==> src/rtl/bank_pwr_pkg.sv <==
package bank_pwr_pkg;
    localparam int unsigned REG_DW        = 32;
    localparam int unsigned OFF_SLEEP_DROP = 32'h140;
    localparam int unsigned OFF_SRAM_OFF   = 32'h144;
    localparam int unsigned OFF_FLASH_OFF  = 32'h148;
endpackage

==> src/rtl/bpc_ctrl_regs.sv <==
module bpc_ctrl_regs
    import bank_pwr_pkg::*;
#(
    parameter int unsigned NUM_SRAM  = 8,
    parameter int unsigned NUM_FLASH = 2,
    parameter int unsigned REG_AW    = 12
) (
    input  logic                 clk,
    input  logic                 rst_n,
    input  logic                 reg_wr,
    input  logic [REG_AW-1:0]    reg_addr,
    input  logic [REG_DW-1:0]    reg_wdata,
    output logic [REG_DW-1:0]    reg_rdata,
    output logic [NUM_SRAM-1:0]  slp_mask_o,
    output logic [NUM_SRAM-1:0]  sram_off_o,
    output logic [NUM_FLASH-1:0] flash_off_o
);
    localparam logic [REG_AW-1:0] A_SLP  = REG_AW'(OFF_SLEEP_DROP);
    localparam logic [REG_AW-1:0] A_SOFF = REG_AW'(OFF_SRAM_OFF);
    localparam logic [REG_AW-1:0] A_FOFF = REG_AW'(OFF_FLASH_OFF);

    typedef struct packed {
        logic [NUM_SRAM-1:0]  slp;
        logic [NUM_SRAM-1:0]  soff;
        logic [NUM_FLASH-1:0] foff;
    } ctl_t;

    ctl_t              ctl_d, ctl_q;
    logic [REG_DW-1:0] rd_d;
    logic              unused_wdata;

    assign unused_wdata = ^reg_wdata;

    always_comb begin
        ctl_d = ctl_q;
        rd_d  = '0;
        if (reg_wr) begin
            if (reg_addr == A_SLP)  ctl_d.slp  = reg_wdata[NUM_SRAM-1:0];
            if (reg_addr == A_SOFF) ctl_d.soff = reg_wdata[NUM_SRAM-1:0];
            if (reg_addr == A_FOFF) ctl_d.foff = reg_wdata[NUM_FLASH-1:0];
        end
        if (reg_addr == A_SLP)  rd_d[NUM_SRAM-1:0]  = ctl_q.slp;
        if (reg_addr == A_SOFF) rd_d[NUM_SRAM-1:0]  = ctl_q.soff;
        if (reg_addr == A_FOFF) rd_d[NUM_FLASH-1:0] = ctl_q.foff;
    end

    always_ff @(posedge clk or negedge rst_n) begin
        if (!rst_n) ctl_q <= '0;
        else        ctl_q <= ctl_d;
    end

    assign reg_rdata   = rd_d;
    assign slp_mask_o  = ctl_q.slp;
    assign sram_off_o  = ctl_q.soff;
    assign flash_off_o = ctl_q.foff;

    assert_sleep_write_R2: assert property (@(posedge clk) disable iff (!rst_n)
        (reg_wr && reg_addr == A_SLP) |=> (slp_mask_o == $past(reg_wdata[NUM_SRAM-1:0])));

    assert_flash_write_R2: assert property (@(posedge clk) disable iff (!rst_n)
        (reg_wr && reg_addr == A_FOFF) |=> (flash_off_o == $past(reg_wdata[NUM_FLASH-1:0])));

    assert_rd_width_R3: assert property (@(posedge clk) disable iff (!rst_n)
        ($countones(reg_rdata) <= NUM_SRAM));

    assert_no_write_hold_R3: assert property (@(posedge clk) disable iff (!rst_n)
        !reg_wr |=> ($stable(sram_off_o) && $stable(flash_off_o) && $stable(slp_mask_o)));
endmodule

==> src/rtl/bpc_valid_track.sv <==
module bpc_valid_track #(
    parameter int unsigned NUM_BANKS = 8
) (
    input  logic                 clk,
    input  logic                 rst_n,
    input  logic [NUM_BANKS-1:0] pwr_en,
    input  logic [NUM_BANKS-1:0] init,
    output logic [NUM_BANKS-1:0] valid
);
    logic [NUM_BANKS-1:0] valid_d, valid_q;

    always_comb begin
        for (int i = 0; i < NUM_BANKS; i++) begin
            if (!pwr_en[i]) valid_d[i] = 1'b0;
            else            valid_d[i] = valid_q[i] | init[i];
        end
    end

    always_ff @(posedge clk or negedge rst_n) begin
        if (!rst_n) valid_q <= '0;
        else        valid_q <= valid_d;
    end

    assign valid = valid_q;

    for (genvar g = 0; g < NUM_BANKS; g++) begin : g_chk
        assert_loss_clears_R8: assert property (@(posedge clk) disable iff (!rst_n)
            !pwr_en[g] |=> !valid[g]);
        assert_set_needs_init_R7: assert property (@(posedge clk) disable iff (!rst_n)
            $rose(valid[g]) |-> $past(init[g] && pwr_en[g]));
    end
endmodule

==> src/rtl/bpc_addr_fault.sv <==
module bpc_addr_fault #(
    parameter int unsigned NUM_BANKS  = 8,
    parameter int unsigned BANK_BYTES = 8192,
    parameter logic [31:0] BASE       = 32'h1000_0000
) (
    input  logic                 clk,
    input  logic                 rst_n,
    input  logic                 acc_valid,
    input  logic [31:0]          acc_addr,
    input  logic [NUM_BANKS-1:0] off_mask,
    output logic                 fault
);
    localparam int unsigned SPAN_LOG = $clog2(BANK_BYTES);
    localparam logic [63:0] SPAN     = 64'(NUM_BANKS) * 64'(BANK_BYTES);

    logic [31:0]          offset;
    logic                 in_range;
    logic [NUM_BANKS-1:0] hit;

    assign offset   = acc_addr - BASE;
    assign in_range = (acc_addr >= BASE) && ({32'd0, offset} < SPAN);

    for (genvar g = 0; g < NUM_BANKS; g++) begin : g_hit
        assign hit[g] = in_range && ((offset >> SPAN_LOG) == 32'(g));
    end

    assign fault = acc_valid && |(hit & off_mask);

    assert_single_bank_R5: assert property (@(posedge clk) disable iff (!rst_n)
        $onehot0(hit));

    assert_fault_needs_access_R6: assert property (@(posedge clk) disable iff (!rst_n)
        fault |-> (acc_valid && off_mask != '0));
endmodule

==> src/rtl/bank_pwr_ctrl.sv <==
module bank_pwr_ctrl
    import bank_pwr_pkg::*;
#(
    parameter int unsigned NUM_SRAM    = 8,
    parameter int unsigned NUM_FLASH   = 2,
    parameter int unsigned REG_AW      = 12,
    parameter int unsigned SRAM_BYTES  = 8192,
    parameter int unsigned FLASH_BYTES = 262144,
    parameter logic [31:0] SRAM_BASE   = 32'h1000_0000,
    parameter logic [31:0] FLASH_BASE  = 32'h0000_0000
) (
    input  logic                 clk,
    input  logic                 rst_n,
    input  logic                 reg_wr,
    input  logic [REG_AW-1:0]    reg_addr,
    input  logic [REG_DW-1:0]    reg_wdata,
    output logic [REG_DW-1:0]    reg_rdata,
    input  logic                 deep_sleep,
    input  logic [NUM_SRAM-1:0]  sram_init,
    input  logic [NUM_FLASH-1:0] flash_init,
    input  logic                 acc_valid,
    input  logic [31:0]          acc_addr,
    output logic [NUM_SRAM-1:0]  sram_pwr_en,
    output logic [NUM_FLASH-1:0] flash_pwr_en,
    output logic [NUM_SRAM-1:0]  sram_valid,
    output logic [NUM_FLASH-1:0] flash_valid,
    output logic                 bank_fault
);
    logic [NUM_SRAM-1:0]  slp_mask, sram_off;
    logic [NUM_FLASH-1:0] flash_off;
    logic                 sram_fault, flash_fault;

    bpc_ctrl_regs #(
        .NUM_SRAM(NUM_SRAM), .NUM_FLASH(NUM_FLASH), .REG_AW(REG_AW)
    ) u_regs (
        .clk(clk), .rst_n(rst_n), .reg_wr(reg_wr), .reg_addr(reg_addr),
        .reg_wdata(reg_wdata), .reg_rdata(reg_rdata),
        .slp_mask_o(slp_mask), .sram_off_o(sram_off), .flash_off_o(flash_off)
    );

    assign sram_pwr_en  = ~sram_off & ~({NUM_SRAM{deep_sleep}} & slp_mask);
    assign flash_pwr_en = ~flash_off;

    bpc_valid_track #(.NUM_BANKS(NUM_SRAM)) u_sram_valid (
        .clk(clk), .rst_n(rst_n), .pwr_en(sram_pwr_en), .init(sram_init), .valid(sram_valid)
    );

    bpc_valid_track #(.NUM_BANKS(NUM_FLASH)) u_flash_valid (
        .clk(clk), .rst_n(rst_n), .pwr_en(flash_pwr_en), .init(flash_init), .valid(flash_valid)
    );

    bpc_addr_fault #(
        .NUM_BANKS(NUM_SRAM), .BANK_BYTES(SRAM_BYTES), .BASE(SRAM_BASE)
    ) u_sram_fault (
        .clk(clk), .rst_n(rst_n), .acc_valid(acc_valid), .acc_addr(acc_addr),
        .off_mask(sram_off), .fault(sram_fault)
    );

    bpc_addr_fault #(
        .NUM_BANKS(NUM_FLASH), .BANK_BYTES(FLASH_BYTES), .BASE(FLASH_BASE)
    ) u_flash_fault (
        .clk(clk), .rst_n(rst_n), .acc_valid(acc_valid), .acc_addr(acc_addr),
        .off_mask(flash_off), .fault(flash_fault)
    );

    assign bank_fault = sram_fault | flash_fault;

    assert_awake_power_R4: assert property (@(posedge clk) disable iff (!rst_n)
        !deep_sleep |-> ((sram_pwr_en ^ ~sram_off) == '0));

    assert_fault_pulse_R5: assert property (@(posedge clk) disable iff (!rst_n)
        bank_fault |-> acc_valid);
endmodule

==> config.mk <==
export PLATFORM = sky130hd
export DESIGN_NAME = bank_pwr_ctrl
export DESIGN_NICKNAME = d
export VERILOG_FILES = /design/src/rtl/bank_pwr_pkg.sv /design/src/rtl/bpc_ctrl_regs.sv /design/src/rtl/bpc_valid_track.sv /design/src/rtl/bpc_addr_fault.sv /design/src/rtl/bank_pwr_ctrl.sv
export SDC_FILE = /design/constraint.sdc
export NUM_CORES = 1
export LEC_CHECK = 0
export ABC_CLOCK_PERIOD_IN_PS = 1810
export CORE_MARGIN = 2
export CORE_UTILIZATION = 35
export CTS_BUF_LIST = sky130_fd_sc_hd__clkbuf_2
export DETAILED_ROUTE_END_ITERATION = 6
export DONT_BUFFER_PORTS = 1
export PLACE_DENSITY = 0.47
export SLEW_MARGIN = 20
export SYNTH_ARGS = -nofsm -noshare
export SYNTH_HDL_FRONTEND = slang
export SYNTH_SLANG_ARGS = --single-unit
==> constraint.sdc <==
create_clock -name clk -period 1.81 [get_ports clk]
set_input_delay 0.181 -clock clk [delete_from_list [all_inputs] [get_ports clk]]
set_output_delay 0.181 -clock clk [all_outputs]
set_load 0.01 [all_outputs]
# Word-level counts from Yosys, hierarchy flattened

Index checks and enable logic that the tools add are counted.
W data, S select, Z words.

Memories: 0
Bits in read-only memories: 0
Register bits: 28
RAM bits: 0
Logic and storage cells: 73
Bits in latches: 0

Div/mod/pow operators: 0
Multiplexer cells: 13
Multiply operators: 0
Shifts and indexed selects: 0
Add/subtract/negate cells: 1
Bitwise operators: 18
Order comparisons: 4
Eq/ne operators: 11
Reduce and logical (&&, ||, !) cells: 21

Operators with widths:

| kind                     | count |
|---|---|
| $eq A19 B3 Y1 const B    | 4 |
| $logic_not A32 Y1        | 2 |
| $eq A19 B2 Y1 const B    | 2 |
| $eq A12 B9 Y1 const B    | 3 |
| $ge A32 B1 Y1 const B    | 1 |
| $ge A32 B29 Y1 const B   | 1 |
| $lt A32 B17 Y1 const B   | 1 |
| $lt A32 B20 Y1 const B   | 1 |
| $sub A32 B29 Y32 const B | 1 |
| $and A8 B8 Y8            | 3 |
| $eq A19 B1 Y1 const B    | 1 |
| $mux W8                  | 2 |
| $not A8 Y8               | 2 |
| $eq A14 B1 Y1 const B    | 1 |
| $logic_and A1 B1 Y1      | 14 |
| $or A1 B1 Y1             | 11 |
| $mux W1                  | 10 |
| $reduce_or A8 Y1         | 1 |
| $reduce_and A2 Y1        | 3 |
| $and A2 B2 Y2            | 1 |
| $mux W2                  | 1 |
| $not A2 Y2               | 1 |
| $reduce_or A2 Y1         | 1 |

# Logic depth before layout (Yosys ltp)

Depth after elaboration: 8
Mapped depth: 6

# Hierarchy

From an unflattened synthesis, not the netlist that was laid out.

Cells, all modules: 153
Area, all modules: 1751.7 µm²

By module, submodules not included:

| module                           | times used | seq. area each (µm²) | cells an instance | area each (µm²) |
|---|---|---|---|---|
| bpc_ctrl_regs                    | 1          | 450.4                | 97                | 1121.1 |
| bpc_valid_track at u_sram_valid  | 1          | 200.2                | 16                | 260.2 |
| bpc_addr_fault at u_sram_fault   | 1          | 0.0                  | 17                | 178.9 |
| bank_pwr_ctrl                    | 1          | 0.0                  | 12                | 68.8 |
| bpc_valid_track at u_flash_valid | 1          | 50.0                 | 4                 | 65.1 |
| bpc_addr_fault at u_flash_fault  | 1          | 0.0                  | 7                 | 57.6 |

# Least setup slack after synthesis

No wires, ideal clock.

Path kind: in2reg
Start: in reg_addr[9]
End: reg u_regs.ctl_q, in the netlist u_regs.slp_mask_o[0]
Setup time: 0.125 ns
Path slack: 0.218 ns
Stages: 5
Arrival: 1.467 ns
Buffers on the path: 1
Cells stage by stage: nor4b_4 nand4b_4 or3_1 buf_6 mux2_4

Longest elaborated chain between the ends: 2

RTL lines:

| item                               | RTL line            | source |
|---|---|---|
| start, declared                    | bank_pwr_ctrl.sv:15 | `input logic [REG_AW-1:0] reg_addr,` |
| $eq A12 B9 Y1                      | bpc_ctrl_regs.sv:38 | `if (reg_addr == A_SLP) ctl_d.slp = reg_wdata[NUM_SRAM-1:0];` |
| $reduce_and A2 Y1 (no source line) | n/a                 |  |
| end signal, assigned               | bpc_ctrl_regs.sv:49 | `else ctl_q <= ctl_d;` |
| end, declared                      | bpc_ctrl_regs.sv:28 | `ctl_t ctl_d, ctl_q;` |

Every way passes these cells.
A chain may end at the register's enable or synchronous reset.

# Worst setup path in the final report

Start: reg u_regs.ctl_q, in the netlist u_regs.sram_off_o[0]
End: out bank_fault

Longest elaborated chain between the ends: 4

RTL lines:

| item                | RTL line             | source |
|---|---|---|
| $and A8 B8 Y8       | bpc_addr_fault.sv:27 | `assign fault = acc_valid && \|(hit & off_mask);` |
| $reduce_or A8 Y1    | bpc_addr_fault.sv:27 |  |
| $logic_and A1 B1 Y1 | bpc_addr_fault.sv:27 |  |
| $or A1 B1 Y1        | bank_pwr_ctrl.sv:66  | `assign bank_fault = sram_fault \| flash_fault;` |
| end, declared       | bank_pwr_ctrl.sv:27  | `output logic bank_fault` |

Every way passes these cells.

==> reports/results.ini <==
[run]
max_cap_viols = 0

[cts]
clock-root-buffer = sky130_fd_sc_hd__clkbuf_2
tritoncts_num_sinks = 28
clk_transition_reported_paths_ns = 0.26
cts_buffers = 3
clock_tree.htree_level_count = 1
clockBufferDepth = 2
tritoncts = built
insertion_delay_ns = 0.36

[setup_path]
worstPathMaxFanout = 4
crit_path_end_kind = output pin
worst_setup_path_start_kind = flip-flop
critical_path_arrival_ns = 1.73
critical_path.reg2reg.endpoint = u_sram_valid.valid[5]$_DFF_PN0_
critical_path_required_ns = 1.63
worst-r2r-setup-slack_ns = 0.19
reg2reg_start = u_regs.sram_off_o[5]$_DFFE_PN0P_
reg2reg_depth = 4
timing_worst_setup_path_type = reg -> out
critical_path_start = u_regs.sram_off_o[0]$_DFFE_PN0P_

[floorplanning]
initial_core_utilization = 0.361
io_pins = 144
die_area_um2 = 5410
std_cell_rows = 25
fp.dieW_um = 73.5
fp.coreArea_um2 = 4690
die-height_um = 73.5

[grt]
antenna_found_initial = 0
number_of_global_route_vias_before_repair = 1164
grt_first_pass_wirelength_um = 5530
largest_net_degree_at_the_start_of_global_routing = 29
grt_overflow_total = 0
gr-usage-all-layers = 0.137

[yosys]
synthesis.instances = 147
yosys.area.top_type = sky130_fd_sc_hd__dfrtp_1
synth_edf_count = 0
synth.top_cell.area_share = 0.414
post-synth-top-count-cell = sky130_fd_sc_hd__dfrtp_1
area_of_the_mapped_netlist_um2 = 1690
synth_cell_type_count = 31
synth_common_cells = 28 x sky130_fd_sc_hd__dfrtp_1, 24 x sky130_fd_sc_hd__buf_4, 16 x sky130_fd_sc_hd__nor2_1, 10 x sky130_fd_sc_hd__a21oi_1, 10 x sky130_fd_sc_hd__mux2i_1
synth_top_flop_cell = sky130_fd_sc_hd__dfrtp_1
synth.avg_cell_area_um2 = 11.5
ys_async_sr_fraction = 1.00
synth.area.top_cells = sky130_fd_sc_hd__dfrtp_1 41%, sky130_fd_sc_hd__buf_4 11%, sky130_fd_sc_hd__mux2_4 7.1%
synth.ff_latch_count = 28
yosysWarnings = 0
synth_seq_area_share = 0.414

[cells_and_area]
flow.area_growth_from_synthesis_pct = 20.0
final_layout_size_suffix_gt1_frac = 0.182
finalNonFillerCells = 235
num-nets-final = 276
n_antenna_cell = 0

[hold_path]
hold-path-endpoint = u_sram_valid.valid[1]$_DFF_PN0_
worst_hold_startpoint = deep_sleep
worst_hold_path_type = in -> reg
worstHoldPathCells = 2

[route]
drc = 0
avgViaCountPerCell = 4.94
dr.max_layer_used = met4
detail_route.iter0.violations = 27
vias = 1162
postRouteWirelength_um = 3790
routed-wl-met2_um = 1930
route.antenna.remaining_nets = 0
wirelength_met1_um = 1520
first_pass_iters = 4
drt-wirelength-per-cell_um = 16.1
wl_met3_um = 315

[placed_design]
hpwl_um = 2790
globalplace.congestion = 0.684
pre_cts_ws_ns = 0.172
place_inst = 198
numPortBuffers = 0

[run_status]
violations = setup timing
run_status = complete, but fails checks

[timing]
slew_viol_final = 0
rsz_0062_raised_after_global_routing = true
setup_slack_ns = -0.105
final-setup-viol-count = 1
clock.fmax_mhz = 522
hold_ws_ns = 0.0591
layout_min_cycle_time_ns = 1.91
worst_clock_skew_ns = 0.00284
timing.final.hold_violations = 0
timing.final.crit_share = 1.06

[power_and_ir_drop]
fin_total_pwr_uw = 1130
power_per_cell_area_nw_per_um2 = 555
vdd_drop_max_v = 0.000311
leakage_uw = 0.000930

final cells by class:
cell class | count | area (µm²)
clock buffer | 3 | 15.0
clock inverter | 1 | 30.0
fill | 457 | 2660
inverter | 5 | 18.8
multi-input combinational | 109 | 861
sequential | 28 | 701
tap | 54 | 67.6
timing repair buffer | 35 | 338
stage by stage:
stage | cell area (µm²) | utilization | setup TNS [ns]
after floorplan | 1780 | - | 0
after global placement | 1660 | 0.353 | 0
after global routing | 2030 | 0.433 | -0.243
after detailed placement | 1660 | 0.353 | 0
final | 2030 | 0.433 | -0.105
after CTS | 2020 | 0.431 | -0.154
flip-flops by register name (all words and copies together), names as in the netlist:
register / flops
u_flash_valid.valid: 2
u_regs.slp_mask_o: 8
u_regs.flash_off_o: 2
u_sram_valid.valid: 8
u_regs.sram_off_o: 8
layer usage:
metal,global-route usage,vias up
met5,0,-
met4,0.0182,0
met3,0.0398,2
met2,0.248,73
met1,0.165,554
li1,-,533
worst max-delay path: stages, from the launching register on:
cell and delay (ns):
sky130_fd_sc_hd__dfrtp_1 0.47, sky130_fd_sc_hd__mux4_2 0.47, sky130_fd_sc_hd__mux2i_2 0.20, sky130_fd_sc_hd__o32a_1 0.19, sky130_fd_sc_hd__nor2_2 0.05
power breakdown:
part / leakage (µW) / internal [µW] / switching, µW
combinational: 0.000564 / 58.8 / 58.0
clock: 0.0000266 / 190 / 184
sequential: 0.000339 / 632 / 4.76
worst max path at each step:
stage                                            end  slack (ns)
floorplan           u_regs.slp_mask_o[0]$_DFFE_PN0P_        0.22
global placement    u_regs.slp_mask_o[3]$_DFFE_PN0P_        0.19
detailed placement  u_regs.slp_mask_o[4]$_DFFE_PN0P_        0.17
CTS                                       bank_fault       -0.15
global route                              bank_fault       -0.24
finish                                    bank_fault       -0.10
cell families after synthesis:
logic type	after synthesis	share of synthesized area
XOR/XNOR	1	0.00518
flip-flops	28	0.414
AO/OA/AOI/OAI	19	0.0710
buffers and inverters	33	0.132
multiplexers	30	0.223
adder cells (fa/ha/maj)	3	0.0222
other	1	0.00222
AND/OR/NAND/NOR	32	0.130
repair_timing:
| action | in CTS | in global routing |
|---|---|---|
| hold buffers | 25 | 1 |
| pin swaps | 2 | 0 |
| endpoints found under the hold margin | 56 | 1 |
| setup endpoints to repair | 1 | 1 |
| buffers inserted | 7 | 0 |
| resized for setup | 2 | 0 |
| gates cloned | 0 | 0 |
placed cells by master, fill, tap and decap left out, drive strengths merged, types with 2 or more instances in the layout:
master	synthesis	layout
nand4	2	2
nor2	16	16
dfrtp	28	28
inv	5	5
mux2	18	18
buf	26	10
clkbuf	2	3
nor4	3	3
ha	3	3
mux4	2	2
o21a	8	8
conb	1	24
a21oi	10	10
nand2	2	2
dlygate4sd3	0	25
nor4b	2	2
mux2i	10	10
Note: power is estimated with default switching activity, not from simulation.
